$ cat config.mk
export PLATFORM = sky130hd
export DESIGN_NAME = wp_unlock_seq
export DESIGN_NICKNAME = d
export VERILOG_FILES = /design/src/rtl/wp_unlock_seq.sv
export SDC_FILE = /design/constraint.sdc
export NUM_CORES = 1
export LEC_CHECK = 0
export BUFFER_PORTS_ARGS = -buffer_cell sky130_fd_sc_hd__buf_2
export CORE_MARGIN = 4
export CORE_UTILIZATION = 53
export DETAILED_ROUTE_END_ITERATION = 16
export GPL_ROUTABILITY_DRIVEN = 0
export PLACE_DENSITY = 0.85
export SETUP_SLACK_MARGIN = 0.02
export SYNTH_ARGS = -nofsm -noshare
export SYNTH_HDL_FRONTEND = slang
export SYNTH_SLANG_ARGS = --single-unit
$ cat constraint.sdc
create_clock -name clk -period 6.1 [get_ports clk]
set_clock_uncertainty 0.2 [all_clocks]
set_input_delay 0.61 -clock clk [delete_from_list [all_inputs] [get_ports clk]]
set_output_delay 0.61 -clock clk [all_outputs]
set_load 0.05 [all_outputs]
$ cat src/rtl/wp_unlock_seq.sv
module wp_unlock_seq #(
  parameter int AW = 15,
  parameter int DW = 8,
  parameter int EN_LEN = 3,
  parameter int DIS_LEN = 6,
  parameter logic [EN_LEN*AW-1:0]  EN_ADDR  = {15'h5555, 15'h2AAA, 15'h5555},
  parameter logic [EN_LEN*DW-1:0]  EN_DATA  = {8'hA0, 8'h55, 8'hAA},
  parameter logic [DIS_LEN*AW-1:0] DIS_ADDR = {15'h5555, 15'h2AAA, 15'h5555,
                                               15'h5555, 15'h2AAA, 15'h5555},
  parameter logic [DIS_LEN*DW-1:0] DIS_DATA = {8'h20, 8'h55, 8'hAA,
                                               8'h80, 8'h55, 8'hAA}
) (
  input  logic          clk,
  input  logic          rst_n,
  input  logic          wr_valid,
  input  logic [AW-1:0] wr_addr,
  input  logic [DW-1:0] wr_data,
  input  logic          load_timeout,
  output logic          permit,
  output logic          key_consumed,
  output logic          protect_state
);
  localparam int ENW = (EN_LEN > 1) ? $clog2(EN_LEN) : 1;
  localparam int DSW = (DIS_LEN > 1) ? $clog2(DIS_LEN) : 1;
  localparam logic [ENW-1:0] EN_LAST  = ENW'(EN_LEN - 1);
  localparam logic [DSW-1:0] DIS_LAST = DSW'(DIS_LEN - 1);

  logic [ENW-1:0] en_step;
  logic [DSW-1:0] dis_step;
  logic           open_q;
  logic           prot_q = 1'b0;

  logic live, en_hit, dis_hit, en_done, dis_done;

  // key matching is suspended while a window is open
  assign live     = wr_valid & ~open_q;
  assign en_hit   = live && (wr_addr == EN_ADDR[en_step*AW +: AW])
                         && (wr_data == EN_DATA[en_step*DW +: DW]);
  assign dis_hit  = live && (wr_addr == DIS_ADDR[dis_step*AW +: AW])
                         && (wr_data == DIS_DATA[dis_step*DW +: DW]);
  assign en_done  = en_hit  && (en_step  == EN_LAST);
  assign dis_done = dis_hit && (dis_step == DIS_LAST);

  assign key_consumed  = en_hit | dis_hit;
  assign permit        = wr_valid & ~key_consumed & (~prot_q | open_q);
  assign protect_state = prot_q;

  always_ff @(posedge clk or negedge rst_n) begin
    if (!rst_n) begin
      en_step  <= '0;
      dis_step <= '0;
      open_q   <= 1'b0;
    end else if (load_timeout) begin
      en_step  <= '0;
      dis_step <= '0;
      open_q   <= 1'b0;
    end else if (live) begin
      en_step  <= (en_hit && !en_done) ? en_step + 1'b1 : '0;
      dis_step <= (dis_hit && !dis_done && !en_done) ? dis_step + 1'b1 : '0;
      open_q   <= en_done;
    end
  end

  // stands in for a non-volatile cell: only a completed key changes it
  always_ff @(posedge clk) begin
    if (rst_n && !load_timeout) begin
      if (en_done)       prot_q <= 1'b1;
      else if (dis_done) prot_q <= 1'b0;
    end
  end
endmodule


# Yosys cells after proc, flatten, opt, wreduce, memory -nomap -nowiden
# Cells that the tools add are included.
dict set report totals {
  output_inout_bits 3
  in_bits 27
  reg_bits 7
}
dict set report classes {
  n_shift 4
  eq_ne 6
  n_mux 9
  bitwise 8
  mul 2
  addsub 2
  reduce_logical 16
}
# op count
set op_table {}
lappend op_table {{indexed part select 90 x 8 -> 15 bit, first input constant} 1}
lappend op_table {{indexed part select 48 x 7 -> 8 bit, first input constant} 1}
lappend op_table {{indexed part select 45 x 7 -> 15 bit, first input constant} 1}
lappend op_table {{equality test 15 bit} 2}
lappend op_table {{indexed part select 24 x 6 -> 8 bit, first input constant} 1}
lappend op_table {{equality test 8 bit} 2}
lappend op_table {{logical AND 1 bit} 10}
lappend op_table {{two-way mux 3 bit} 3}
lappend op_table {{multiplier 3 x 4 -> 7 bit, second input constant} 1}
lappend op_table {{multiplier 2 x 4 -> 6 bit, second input constant} 1}
lappend op_table {{two-way mux 2 bit} 3}
lappend op_table {{nonzero test 2 bit} 2}
lappend op_table {{adder 3 x 1 -> 3 bit, second input constant} 1}
lappend op_table {{AND 1 bit} 3}
lappend op_table {{equality test 3 bit, second input constant} 1}
lappend op_table {{zero test 1 bit} 3}
lappend op_table {{two-way mux 1 bit} 3}
lappend op_table {{inverter 1 bit} 3}
lappend op_table {{adder 2 x 1 -> 2 bit, second input constant} 1}
lappend op_table {{equality test 2 bit, second input constant} 1}
lappend op_table {{OR 1 bit} 2}
lappend op_table {{AND reduction 2 bit} 1}

# Logic depth before layout (Yosys ltp)
# Gate-level depths: netlist (run 1).
dict set report logic_depth {
  ltp_word 12
  mapped_depth 7
  depth_no_buf 7
}

# Worst setup path after synthesis (run 1)
# OpenSTA, ideal clock, no wires.
dict set report synth_timing {
  path_type {flip-flop to output port}
  startpoint {reg dis_step[0]}
  endpoint {out permit}
  path_slack_ns 2.136
  path_buffers 0
  path_stages_with_launch 8
  arrival_time_ns 3.154
  path_cell_list {dfrtp_1 -> inv_1 -> ha_1 -> or2_2 -> a21oi_1 -> and4b_1 -> a32o_1 -> a211oi_1}
}
dict set report synth_between {
  elab_chain_cells 9
}
# item line
set synth_lines {}
lappend synth_lines {{start, declared} 29} ;# logic [DSW-1:0] dis_step;
lappend synth_lines {{start signal, assigned} 59} ;# dis_step <= (dis_hit && !dis_done && !en_done) ? dis_step + 1'b1 : '0;
lappend synth_lines {{multiplier 3 x 4 -> 7 bit} 39} ;# assign dis_hit = live && (wr_addr == DIS_ADDR[dis_step*AW +: AW])
lappend synth_lines {{indexed part select 90 x 8 -> 15 bit} 39}
lappend synth_lines {{equality test 15 bit} 39}
lappend synth_lines {{logical AND 1 bit} 39}
lappend synth_lines {{logical AND 1 bit *} 40} ;# && (wr_data == DIS_DATA[dis_step*DW +: DW]);
lappend synth_lines {{OR 1 bit *} 44} ;# assign key_consumed = en_hit | dis_hit;
lappend synth_lines {{named net key_consumed} 20} ;# output logic key_consumed,
lappend synth_lines {{inverter 1 bit *} 45} ;# assign permit = wr_valid & ~key_consumed & (~prot_q | open_q);
lappend synth_lines {{AND 1 bit * (2 in series)} 45}
lappend synth_lines {{end, declared} 19} ;# output logic permit,
# Mark *: on every way through the listed nets, which the timed path passes. The rest lies on a longest branch.

# Final worst setup path (run 1)
dict set report layout_timing {
  startpoint {reg dis_step[0]}
  endpoint {out permit}
}
dict set report layout_between {
  elab_chain_cells 9
}
# item line
set layout_lines {}
lappend layout_lines {{multiplier 3 x 4 -> 7 bit} 39}
lappend layout_lines {{indexed part select 90 x 8 -> 15 bit} 39}
lappend layout_lines {{equality test 15 bit} 39}
lappend layout_lines {{logical AND 1 bit} 39}
lappend layout_lines {{logical AND 1 bit *} 40}
lappend layout_lines {{OR 1 bit *} 44}
lappend layout_lines {{inverter 1 bit *} 45}
lappend layout_lines {{AND 1 bit * (2 in series)} 45}
# Every way passes the cells marked *; elsewhere a longest branch is shown, timed or not.

==> results of run 1 <==
## cells by family (layout without fill, tap and decap cells)
family / count (synthesis) / count (layout) / share of synthesized area
AO/OA/AOI/OAI: 21 / 21 / 0.193
flip-flops: 7 / 7 / 0.212
adder cells (fa/ha/maj): 7 / 7 / 0.103
AND/OR/NAND/NOR: 56 / 56 / 0.379
buffers and inverters: 11 / 42 / 0.0500
multiplexers: 5 / 5 / 0.0632
## cell usage in the layout (no fill, tap or decap), types with 2 or more instances in the layout
master and count:
nor2_1 13, or4_1 2, a21oi_1 5, nor2b_1 3, mux2_2 3, a32o_1 2, a211oi_2 2, inv_1 8
a41oi_1 2, dfrtp_1 6, nand3_1 3, and3_1 2, and4b_1 2, nor4_1 3, ha_1 7, clkbuf_4 3
nand2_1 7, o21ai_0 4, nand4_1 8, and2_1 2, buf_2 29, or3_1 2, mux2i_1 2
## worst max-delay path by stage
stage,endpoint,from,slack [ns]
after global placement,permit,dis_step[0]$_DFFE_PN0P_,3.05
final,permit,dis_step[0]$_DFFE_PN0P_,2.69
after detailed placement,permit,dis_step[0]$_DFFE_PN0P_,2.98
after floorplan,permit,dis_step[0]$_DFFE_PN0P_,2.14
after global routing,permit,dis_step[0]$_DFFE_PN0P_,2.52
after CTS,permit,dis_step[0]$_DFFE_PN0P_,2.70
## synth_stat cells, types with 3 or more instances
master / number / area [um2]
nand2_1: 7 / 26.3
inv_1: 8 / 30.0
ha_1: 7 / 87.6
nor2b_1: 3 / 18.8
dfrtp_1: 6 / 150
mux2_2: 3 / 33.8
a21oi_1: 5 / 25.0
nor4_1: 3 / 18.8
nand3_1: 3 / 15.0
o21ai_0: 4 / 20.0
nor2_1: 13 / 48.8
nand4_1: 8 / 50.1
## final cells by class
type | instances | area (um2)
clock buffers | 4 | 26.3
fillers | 138 | 467
inverters | 8 | 30.0
multi-input cells | 89 | 628
flip-flops and latches | 7 | 180
well taps | 16 | 20.0
repair buffers | 30 | 155
## routing by layer
metal,share of wire,vias up
met5,0,-
met4,0.0024,0
met3,0.060,2
met2,0.47,32
met1,0.46,412
li1,-,472
## registers in the layout, indices dropped and copies added (netlist names)
signal	count
en_step	2
open_q	1
protect_state	1
dis_step	3
## through the flow
step	cells	hold WS [ns]	instance area, um2	total power [mW]	utilization
after floorplan	107	0.114	851	0.0574	-
after global placement	149	0.247	1000	0.0698	0.666
after detailed placement	149	0.247	1000	0.0706	0.666
after CTS	154	0.356	1040	0.112	0.690
after global routing	154	0.403	1040	0.117	0.690
final	154	0.357	1040	0.110	0.690
## report_power, final
| group | switching, mW | internal (mW) |
|---|---|---|
| combinational | 0.0129 | 0.0104 |
| clock | 0.0148 | 0.0248 |
| sequential | 0.000000000898 | 0.0473 |
## worst max-delay path: stages (launching register included)
cell and delay (ns):
dfrtp_1 0.43, inv_1 0.08, ha_1 0.33, or2_2 0.32, a21oi_1 0.18, and4b_1 0.25, a32o_1 0.27, a211oi_1 0.21
buf_2 0.30
==> summary.txt, run 1 <==
Flow run
  • Max Cap Viol: 0

STA
  • Period utilization: 0.559
  • Final hold vios: 0
  • Total negative slack: 0 ns
  • Max Slew Vio Count: 0
  • Final min period: 3.41 ns
  • Final worst setup slack: 2.69 ns
  • Final setup viols: 0
  • RSZ-0062 raised after global routing: false
  • Tightest slew margin relative to the limit: 0.658
  • Actual slew at the worst max-slew pin: 0.512 ns
  • Achievable Freq: 0.293 GHz

Yosys
  • Post-synth net total: 141
  • Sequential-to-total area share from yosys stat: 0.212
  • Primary flip-flop cell chosen by synthesis mapping: dfrtp_1
  • Synth unique cells: 40
  • Synth warn: 0
  • Avg Inst Size Synth: 7.95 um2
  • Cell Area, Synth: 851 um2
  • Syn Inst Count: 107
  • Register bit total from synthesis: 7
  • Post-synth EDFFs: 1
  • Post-synthesis async set-or-reset flop share: 0.857

Clock network
  • Post-CTS setup buffers: 0
  • CTS tree: built
  • Clock latency on the worst-skew pair: 0.24 ns
  • CTS root buffer: clkbuf_4
  • CTS hold repair buffers: 1
  • Clock sink count: 7
  • CTS Buf Count: 3
  • H-tree Lvls: 1
  • Post-CTS sizing: 0
  • Clock slew at reported path FFs: 0.05 ns
  • Clock Tree Buf Depth: 2

Floorplanning
  • Core ar.: 0.00151 mm2
  • Die W: 48.1 um
  • Initial core utilization: 0.565
  • IO Count: 30
  • # rows: 14
  • Die Y: 48.1 um
  • Die ar.: 0.00231 mm2

Drt
  • Final ANT Viol Nets: 0
  • Via count: 918
  • Avg WL per Cell: 13.7 um
  • DRT iter0 DRCs: 37
  • DRC: 0
  • First-pass DRT Iterations: 4
  • DR vias/cell: 5.96
  • Routed WL: 2120 um

Global routing
  • First-pass GRT wire length: 3260 um
  • GRT busiest layer: met2
  • Initial antenna violation count: 0
  • GRT met1 Usage: 0.249
  • Largest net degree at the start of global routing: 13
  • Overflow after GRT: 0
  • Met2 Usage GRT: 0.348
  • Met3 Resource Use GR: 0.0150
  • Vias in the first global route: 809
  • Total track usage: 0.196

Cells and area
  • Layout cells sized above 1: 0.312
  • Nets: 173
  • Antenna diode count: 0
  • Area grow syn2layout: 22.2%

Worst setup path
  • Critical path startpoint category: register
  • Reg-to-Reg Start: dis_step[1]$_DFFE_PN0P_
  • Data arrival, critical path: 2.60 ns
  • RR Endpoint: protect_state$_SDFFCE_PP1P_
  • Worst Setup Path Type: reg -> out
  • Reg2reg path depth: 7
  • Reg2reg setup slack: 3.60 ns
  • Critical Path RT: 5.29 ns
  • Worst Path Max Fanout: 5
  • Crit end category: output port

Power
  • Leakage: 0.453 nW
  • Max IR drop VDD: 95.7 uV
  • Pwr per Cell Area: 106 mW/mm2

Worst hold path
  • Hold endpoint: open_q$_DFFE_PN0P_
  • Worst Min Path Start: open_q$_DFFE_PN0P_
  • Hold depth: 2
  • Min-delay worst type: reg -> reg

Place
  • Port bufs: 29
  • Hpwl dp: 1790 um
  • Worst slack, placed: 2.98 ns

Outcome
  • Status: finished, final reports clean
(Power assumes the default switching activity.)
==> run 2, diff against run 1 <==
--- a/config.mk
+++ b/config.mk
@@ -5,12 +5,14 @@
 export SDC_FILE = /design/constraint.sdc
 export NUM_CORES = 1
 export LEC_CHECK = 0
+export ABC_AREA = 1
 export BUFFER_PORTS_ARGS = -buffer_cell sky130_fd_sc_hd__buf_2
+export CORE_ASPECT_RATIO = 0.75
 export CORE_MARGIN = 4
-export CORE_UTILIZATION = 53
+export CORE_UTILIZATION = 51
 export DETAILED_ROUTE_END_ITERATION = 16
 export GPL_ROUTABILITY_DRIVEN = 0
-export PLACE_DENSITY = 0.85
+export PLACE_DENSITY = 0.8
 export SETUP_SLACK_MARGIN = 0.02
 export SYNTH_ARGS = -nofsm -noshare
 export SYNTH_HDL_FRONTEND = slang
==> constraint.sdc (replaced) <==
create_clock -name clk -period 3.4 [get_ports clk]
set_clock_uncertainty 0.2 [all_clocks]
set_input_delay 0.34 -clock clk [delete_from_list [all_inputs] [get_ports clk]]
set_output_delay 0.34 -clock clk [all_outputs]
set_load 0.05 [all_outputs]
==> run 2 against run 1 <==
Effect of this change:
- clock power grew 99%
- combinational power grew 100%
- sequential share of layout area shrank 2.3 points
- cell count grew 52%
- critical path type unchanged
- largest power group unchanged
- register-to-register slack lost 2.5 ns
- highest routed layer is now met3
==> summary.txt, run 2 <==
Yosys
  • Post-synth net total: 213 (+51%)
  • Avg Inst Size Synth: 5.59 um2 (-30%)
  • Synth area leader: nand2_1
  • Post-synthesis async set-or-reset flop share: 0.857 (unchanged)
  • Synth warn: 0 (unchanged)
  • Primary flip-flop cell chosen by synthesis mapping: dfrtp_1
  • Area contributors post-synth: nand2_1 (23%), dfrtp_1 (15%), nor2_1 (12%)
  • Share of the synthesized area in the top cell type: 0.229 (+0.0523)
  • Post-synth EDFFs: 1 (unchanged)
  • Syn Inst Count: 179 (+67%)
  • Cell Area, Synth: 0.00100 mm2 (+18%)
  • Sequential-to-total area share from yosys stat: 0.180 (-0.0318)
  • Synth unique cells: 25 (-38%)
  • Register bit total from synthesis: 7 (unchanged)
  • Commonest cells post-synth: nand2_1 (61), nor2_1 (31), inv_1 (24), nand3_1 (13), ha_1 (7)
  • Count leader, synth: nand2_1

Worst setup path
  • Reg2reg setup slack: 1.15 ns (-2.45 ns)
  • Worst path bufs/invs: 3 (+1)
  • Critical path startpoint category: register
  • Reg2reg path depth: 11 (+4)
  • CP max stage cell: dfrtp_1
  • Worst Path Max Fanout: 6 (+1)
  • CP top delay family: simple AND/OR/NAND/NOR gates
  • RR Endpoint: protect_state$_SDFFCE_PP1P_
  • Worst stage delay on the critical path: 0.47 ns (+0.04 ns)
  • Most frequent CP cell: nand2_1
  • Crit path from: dis_step[0]$_DFFE_PN0P_
  • CP Capture Point: permit
  • Crit end category: output port
  • Reg-to-Reg Start: en_step[0]$_DFFE_PN0P_
  • Crit-path cells: inv_1, ha_1, nor2_1, nand2_1, nand3_1, a21oi_2, nand2_1, clkinv_1, nand2_1, nand2_1, nor2_1, buf_2
  • Data arrival, critical path: 2.11 ns (-0.49 ns)
  • Critical Path RT: 2.86 ns (-2.43 ns)
  • CP Depth: 12 (+4)
  • Worst Setup Path Type: reg -> out

Drt
  • DRC: 0 (unchanged)
  • Routed WL: 2530 um (+19%)
  • Via count: 1147 (+25%)
  • First-pass DRT Iterations: 4 (unchanged)
  • DR vias/cell: 4.90 (-18%)
  • Avg WL per Cell: 10.8 um (-21%)
  • DRT iter0 DRCs: 42 (+14%)
  • Final ANT Viol Nets: 0 (unchanged)

Clock network
  • Clock Tree Buf Depth: 2 (unchanged)
  • CTS root buffer: clkbuf_4
  • CTS tree: built
  • Clock slew at reported path FFs: 0.05 ns (about the same)
  • H-tree Lvls: 1 (unchanged)
  • Clock latency on the worst-skew pair: 0.26 ns (+0.02 ns)
  • CTS Buf Count: 3 (unchanged)
  • Post-CTS sizing: 0 (unchanged)
  • Clock sink count: 7 (unchanged)

Cells and area
  • Commonest non-fill, non-tap cell in the layout: nand2_1
  • Flip-flop count of the largest register after layout: 3 (unchanged)
  • Layout cells sized above 1: 0.241 (-0.0710)
  • Post-route cell area: 0.00120 mm2 (+15%)
  • Antenna diode count: 0 (unchanged)
  • Area grow syn2layout: 19.8%
  • Largest Register: dis_step
  • Largest regs: dis_step: 3 flops, en_step: 2 flops
  • Nets: 247 (+43%)
  • Most frequent cells in the layout: nand2_1 (61), nor2_1 (31), buf_2 (29)

Global routing
  • Overflow after GRT: 0 (unchanged)
  • Vias in the first global route: 1085 (+34%)
  • First-pass GRT wire length: 4210 um (+29%)
  • Total track usage: 0.202 (+0.00565)
  • Largest net degree at the start of global routing: 8 (-5)
  • Initial antenna violation count: 0 (unchanged)

STA
  • Tightest slew margin relative to the limit: 0.749 (+0.0915)
  • Total negative slack: 0 ns (unchanged)
  • Final hold vios: 0 (unchanged)
  • Final setup viols: 0 (unchanged)
  • Achievable Freq: 0.378 GHz
  • RSZ-0062 raised after global routing: false
  • Period utilization: 0.778
  • Actual slew at the worst max-slew pin: 0.375 ns (-0.138 ns)
  • Final min period: 2.65 ns
  • Max Slew Vio Count: 0 (unchanged)
  • Final worst setup slack: 0.753 ns (-1.94 ns)

Place
  • Post-DP Area: 0.00116 mm2 (+16%)
  • Worst slack, placed: 1.03 ns (-1.96 ns)
  • Port bufs: 29 (unchanged)
  • Hpwl dp: 2210 um (+24%)

Flow run
  • Max Cap Viol: 0 (unchanged)

Floorplanning
  • Die ar.: 0.00274 mm2 (+19%)
  • Initial core utilization: 0.559 (-0.00534)
  • IO Count: 30 (unchanged)
  • Die Y: 46.4 um (-3.5%)
  • Die W: 59.2 um (+23%)
  • Core ar.: 0.00179 mm2 (+19%)
  • # rows: 13 (-1)

Power
  • Pwr per Cell Area: 175 mW/mm2 (+65%)
  • Power, Total: 0.210 mW (+90%)
  • Max IR drop VDD: 255 uV (+170%)
  • Leakage: 0.705 nW (+56%)

Outcome
  • Status: finished, final reports clean

Worst hold path
  • Min-delay worst type: in -> reg
## run 2: cell types whose count changed after synthesis, sizes merged, moves of 3 or more
cell / previous run / this run
nand4: 8 / 3
mux2: 3 / 0
or4: 3 / 0
nor2: 13 / 37
nor4: 3 / 0
nand3: 4 / 15
inv: 8 / 27
nand2: 7 / 66
a211oi: 3 / 0
nor2b: 3 / 0
## run 2: worst min-delay path by stage
stage                  from                      end  slack (ns)  depth (start not counted)
5_1_grt        load_timeout       open_q$_DFFE_PN0P_        0.07                          2
3_5_place_dp          rst_n  dis_step[2]$_DFFE_PN0P_       -0.02                          1
2_1_floorplan         rst_n  dis_step[0]$_DFFE_PN0P_       -0.16                          0
6_report       load_timeout       open_q$_DFFE_PN0P_        0.07                          2
4_1_cts        load_timeout       open_q$_DFFE_PN0P_        0.07                          2
3_3_place_gp          rst_n  dis_step[0]$_DFFE_PN0P_       -0.02                          1
## run 2: report_power, final
group | switching (mW) | total [mW] | internal (mW)
logic | 0.0261 | 0.0465 | 0.0204
clock network | 0.0339 | 0.0789 | 0.0450
registers | 0.00000000174 | 0.0848 | 0.0848
total | 0.0600 | 0.210 | 0.150
## run 2: layout make-up
type | instances | area (um2)
multi-input combinational | 142 | 698
fill | 175 | 591
sequential | 7 | 180
timing repair buffer | 30 | 155
inverter | 29 | 111
tap | 22 | 27.5
clock buffer | 4 | 26.3
## run 2: kinds of logic (layout without fill, tap and decap cells)
kind of cell	count (synthesis)	count (layout)	share of synthesized area
DFF	7	7	0.180
buffers and inverters	30	63	0.123
AOI/OAI and AO/OA	9	9	0.0550
xor gates and xnor gates	1	1	0.00875
adders and majority gates	7	7	0.0875
and+or+nand+nor	125	125	0.546
## run 2: timing repair
item                                   in CTS  in global routing
setup endpoints to repair                   0                  0
setup buffers                               0                  0
hold buffers                                1                  0
endpoints found under the hold margin       6                  0
## run 2: layer usage
metal | wire length (um) | up-vias | track usage
met2 | 1200 | 28 | 0.348
li1 | - | 613 | -
met3 | 124 | 0 | 0.0532
met4 | 0 | 0 | 0.0226
met1 | 1210 | 506 | 0.261
met5 | 0 | - | 0
## run 2: stage by stage
step	hold slack (ns)	utilization	cells
after floorplan	-0.156	-	179
after global placement	-0.0202	0.650	229
after detailed placement	-0.0212	0.650	229
after CTS	0.0675	0.670	234
after global routing	0.0743	0.670	234
final	0.0724	0.670	234
==> run 3, diff against run 2 <==
--- a/config.mk
+++ b/config.mk
@@ -5,14 +5,14 @@
 export SDC_FILE = /design/constraint.sdc
 export NUM_CORES = 1
 export LEC_CHECK = 0
-export ABC_AREA = 1
+export ABC_AREA = 0
 export BUFFER_PORTS_ARGS = -buffer_cell sky130_fd_sc_hd__buf_2
 export CORE_ASPECT_RATIO = 0.75
 export CORE_MARGIN = 4
-export CORE_UTILIZATION = 51
+export CORE_UTILIZATION = 44
 export DETAILED_ROUTE_END_ITERATION = 16
 export GPL_ROUTABILITY_DRIVEN = 0
-export PLACE_DENSITY = 0.8
+export PLACE_DENSITY = 0.76
 export SETUP_SLACK_MARGIN = 0.02
 export SYNTH_ARGS = -nofsm -noshare
 export SYNTH_HDL_FRONTEND = slang
==> constraint.sdc (replaced) <==
create_clock -name clk -period 2.3 [get_ports clk]
set_clock_uncertainty 0.2 [all_clocks]
set_input_delay 0.23 -clock clk [delete_from_list [all_inputs] [get_ports clk]]
set_output_delay 0.23 -clock clk [all_outputs]
set_load 0.05 [all_outputs]
==> run 3 against run 2 <==
Effect of this change:
- the run now ends with setup timing left
- combinational power increased by 68%
- via count decreased by 1.6%
- power increased by 50%
- core utilization increased by 9.9 points
- die area decreased by 1.3%
- sequential cell count unchanged
- largest cell class unchanged
==> summary.txt, run 3 (same netlist as run 1, synthesis figures left out) <==
STA
  • Final worst setup slack: -0.409 ns (-1.16 ns)
  • Tightest slew margin relative to the limit: 0.703 (-0.0462)
  • Final min period: 2.71 ns
  • Achievable Freq: 0.369 GHz
  • Max Slew Vio Count: 0 (unchanged)
  • Hold slack: 0.0678 ns (-0.00462 ns)
  • Final hold vios: 0 (unchanged)
  • Period utilization: 1.18
  • Final setup viols: 3 (+3)
  • Actual slew at the worst max-slew pin: 0.444 ns (+0.0698 ns)
  • RSZ-0062 raised after global routing: true

Worst setup path
  • Critical path startpoint category: register
  • Worst stage delay on the critical path: 0.45 ns (-0.02 ns)
  • Reg2reg path depth: 8 (-3)
  • RR Endpoint: protect_state$_SDFFCE_PP1P_
  • CP top delay family: compound AO/OA/AOI/OAI gates
  • Worst path bufs/invs: 2 (-1)
  • Data arrival, critical path: 2.28 ns (+0.17 ns)
  • Worst Setup Path Type: reg -> out
  • Reg2reg setup slack: -0.10 ns (-1.25 ns)
  • CP Depth: 8 (-4)
  • CP max stage cell: dfrtp_2
  • Crit end category: output port
  • Reg-to-Reg Start: dis_step[0]$_DFFE_PN0P_
  • Critical Path RT: 1.87 ns (-0.99 ns)
  • Worst Path Max Fanout: 4 (-2)
  • Crit-path cells: inv_2, ha_4, or2_4, a21oi_2, and4b_1, a32o_2, a211oi_4, buf_6

Drt
  • DRC: 0 (unchanged)
  • Routed WL: 3230 um (+28%)
  • Final ANT Viol Nets: 0 (unchanged)
  • First-pass DRT Iterations: 4 (unchanged)
  • DRT iter0 DRCs: 82 (+95%)
  • Via count: 1129 (-1.6%)
  • DR vias/cell: 6.14 (+25%)
  • Avg WL per Cell: 17.5 um (+62%)

Power
  • Seq pwr share: 0.397 (-0.007)
  • Clk pwr share: 0.355 (-0.020)
  • Switching part of the total: 0.284 (-0.00130)
  • P_sw: 0.0898 mW (+50%)
  • Gate power share: 0.248 (+0.027)
  • Max IR drop VDD: 229 uV (-10%)
  • Design internal power: 0.226 mW (+51%)
  • Pwr per Cell Area: 230 mW/mm2 (+31%)
  • Leakage: 0.612 nW (-13%)

Worst hold path
  • Worst Min Path Start: load_timeout
  • Min-delay worst type: in -> reg
  • Hold endpoint: open_q$_DFFE_PN0P_
  • Hold depth: 2 (unchanged)

Clock network
  • CTS tree: built
  • Clock Tree Buf Depth: 2 (unchanged)
  • H-tree Lvls: 1 (unchanged)
  • CTS Buf Count: 3 (unchanged)
  • Clock slew at reported path FFs: 0.05 ns (about the same)
  • Clock latency on the worst-skew pair: 0.25 ns (about the same)
  • Clock sink count: 7 (unchanged)
  • CTS root buffer: clkbuf_4

Flow run
  • Max Cap Viol: 0 (unchanged)

Global routing
  • First-pass GRT wire length: 4710 um (+12%)
  • Overflow after GRT: 0 (unchanged)
  • Total track usage: 0.233 (+0.0318)
  • Largest net degree at the start of global routing: 10 (+2)
  • Vias in the first global route: 1039 (-4.2%)
  • Met2 Usage GRT: 0.421 (+0.0727)
  • Met3 Resource Use GR: 0.0476 (-0.00560)
  • GRT busiest layer: met2
  • GRT met1 Usage: 0.275 (+0.0133)
  • Initial antenna violation count: 0 (unchanged)

Floorplanning
  • Die Y: 46.1 um (-0.61%)
  • Initial core utilization: 0.476 (-0.0839)
  • Die W: 58.8 um (-0.64%)
  • IO Count: 30 (unchanged)
  • Core ar.: 0.00179 mm2 (unchanged)
  • # rows: 13 (unchanged)
  • Die ar.: 0.00271 mm2 (-1.3%)

Cells and area
  • Final core occ: 0.769 (+0.0986)
  • Nets: 197 (-20%)
  • Layout cells sized above 1: 0.519 (+0.278)
  • Largest Register: dis_step
  • Largest regs: dis_step: 3 flops, en_step: 2 flops
  • Flip-flop count of the largest register after layout: 3 (unchanged)
  • Commonest non-fill, non-tap cell in the layout: buf_2
  • Most frequent cells in the layout: buf_2 (27), buf_4 (21), nor2_1 (13)
  • Antenna diode count: 0 (unchanged)
  • Area grow syn2layout: 61.6%

Place
  • Worst slack, placed: -0.242 ns (-1.27 ns)
  • Hpwl dp: 2250 um (+1.9%)
  • Port bufs: 29 (unchanged)

Outcome
  • Failing checks: setup timing
  • Status: finished with violations
## run 3: changes by cell type in the layout (fill, tap and decap cells not counted), sizes merged, moves of 5 or more
cell | before | now
nand2 | 66 | 7
buf | 29 | 53
nor2 | 37 | 13
inv | 27 | 8
nand3 | 15 | 4
nand4 | 3 | 8
## run 3: cell type report
type / count / area [um2]
repair buffers: 54 / 359
well taps: 22 / 27.5
fillers: 123 / 414
inverters: 8 / 30.0
flip-flops and latches: 7 / 181
clock buffers: 4 / 26.3
multi-input cells: 89 / 751
## run 3: power groups by stage
stage                     clock (mW)  sequential (mW)  combinational [mW]
final                          0.112            0.125              0.0783
after global placement             0            0.128              0.0626
after floorplan                    0            0.128              0.0264
after detailed placement           0            0.128              0.0661
after global routing           0.124            0.125              0.0834
after CTS                      0.116            0.125              0.0727
## run 3: worst max-delay path by stage
stage,start,endpoint,slack [ns]
after floorplan,dis_step[0]$_DFFE_PN0P_,permit,-0.29
after global placement,dis_step[1]$_DFFE_PN0P_,key_consumed,-0.15
after global routing,dis_step[0]$_DFFE_PN0P_,permit,-0.48
after CTS,dis_step[0]$_DFFE_PN0P_,permit,-0.37
after detailed placement,dis_step[1]$_DFFE_PN0P_,key_consumed,-0.24
final,dis_step[0]$_DFFE_PN0P_,permit,-0.41
## run 3: layer usage
layer  vias up  wire length [um]
met5         -                 0
met4         0                89
met3        16               251
met2        64              1630
met1       532              1260
li1        517                 -
## run 3: worst reg2reg max path, cell delays in order, from the launching register on
cell	delay, ns
dfrtp_2	0.45
inv_2	0.09
ha_4	0.14
mux2i_4	0.08
or4_4	0.47
a211oi_4	0.28
buf_4	0.16
nand4_1	0.11
a21oi_2	0.15
## run 3: per-stage QoR
step                      power (mW)  setup TNS [ns]  std cells  area [um2]
after floorplan                0.154          -0.290        107         883
after global placement         0.190          -0.326        170        1160
after detailed placement       0.194          -0.596        170        1160
after CTS                      0.314          -0.779        180        1280
after global routing           0.332           -1.08        184        1380
final                          0.316          -0.850        184        1380
## run 3: what timing repair did
action	CTS	global route
cloned	0	0
buffers inserted	5	5
pin swaps	4	4
gates resized for setup	11	15
endpoints found under the hold margin	6	0
hold buffers	1	0
endpoints found under the setup margin	5	7
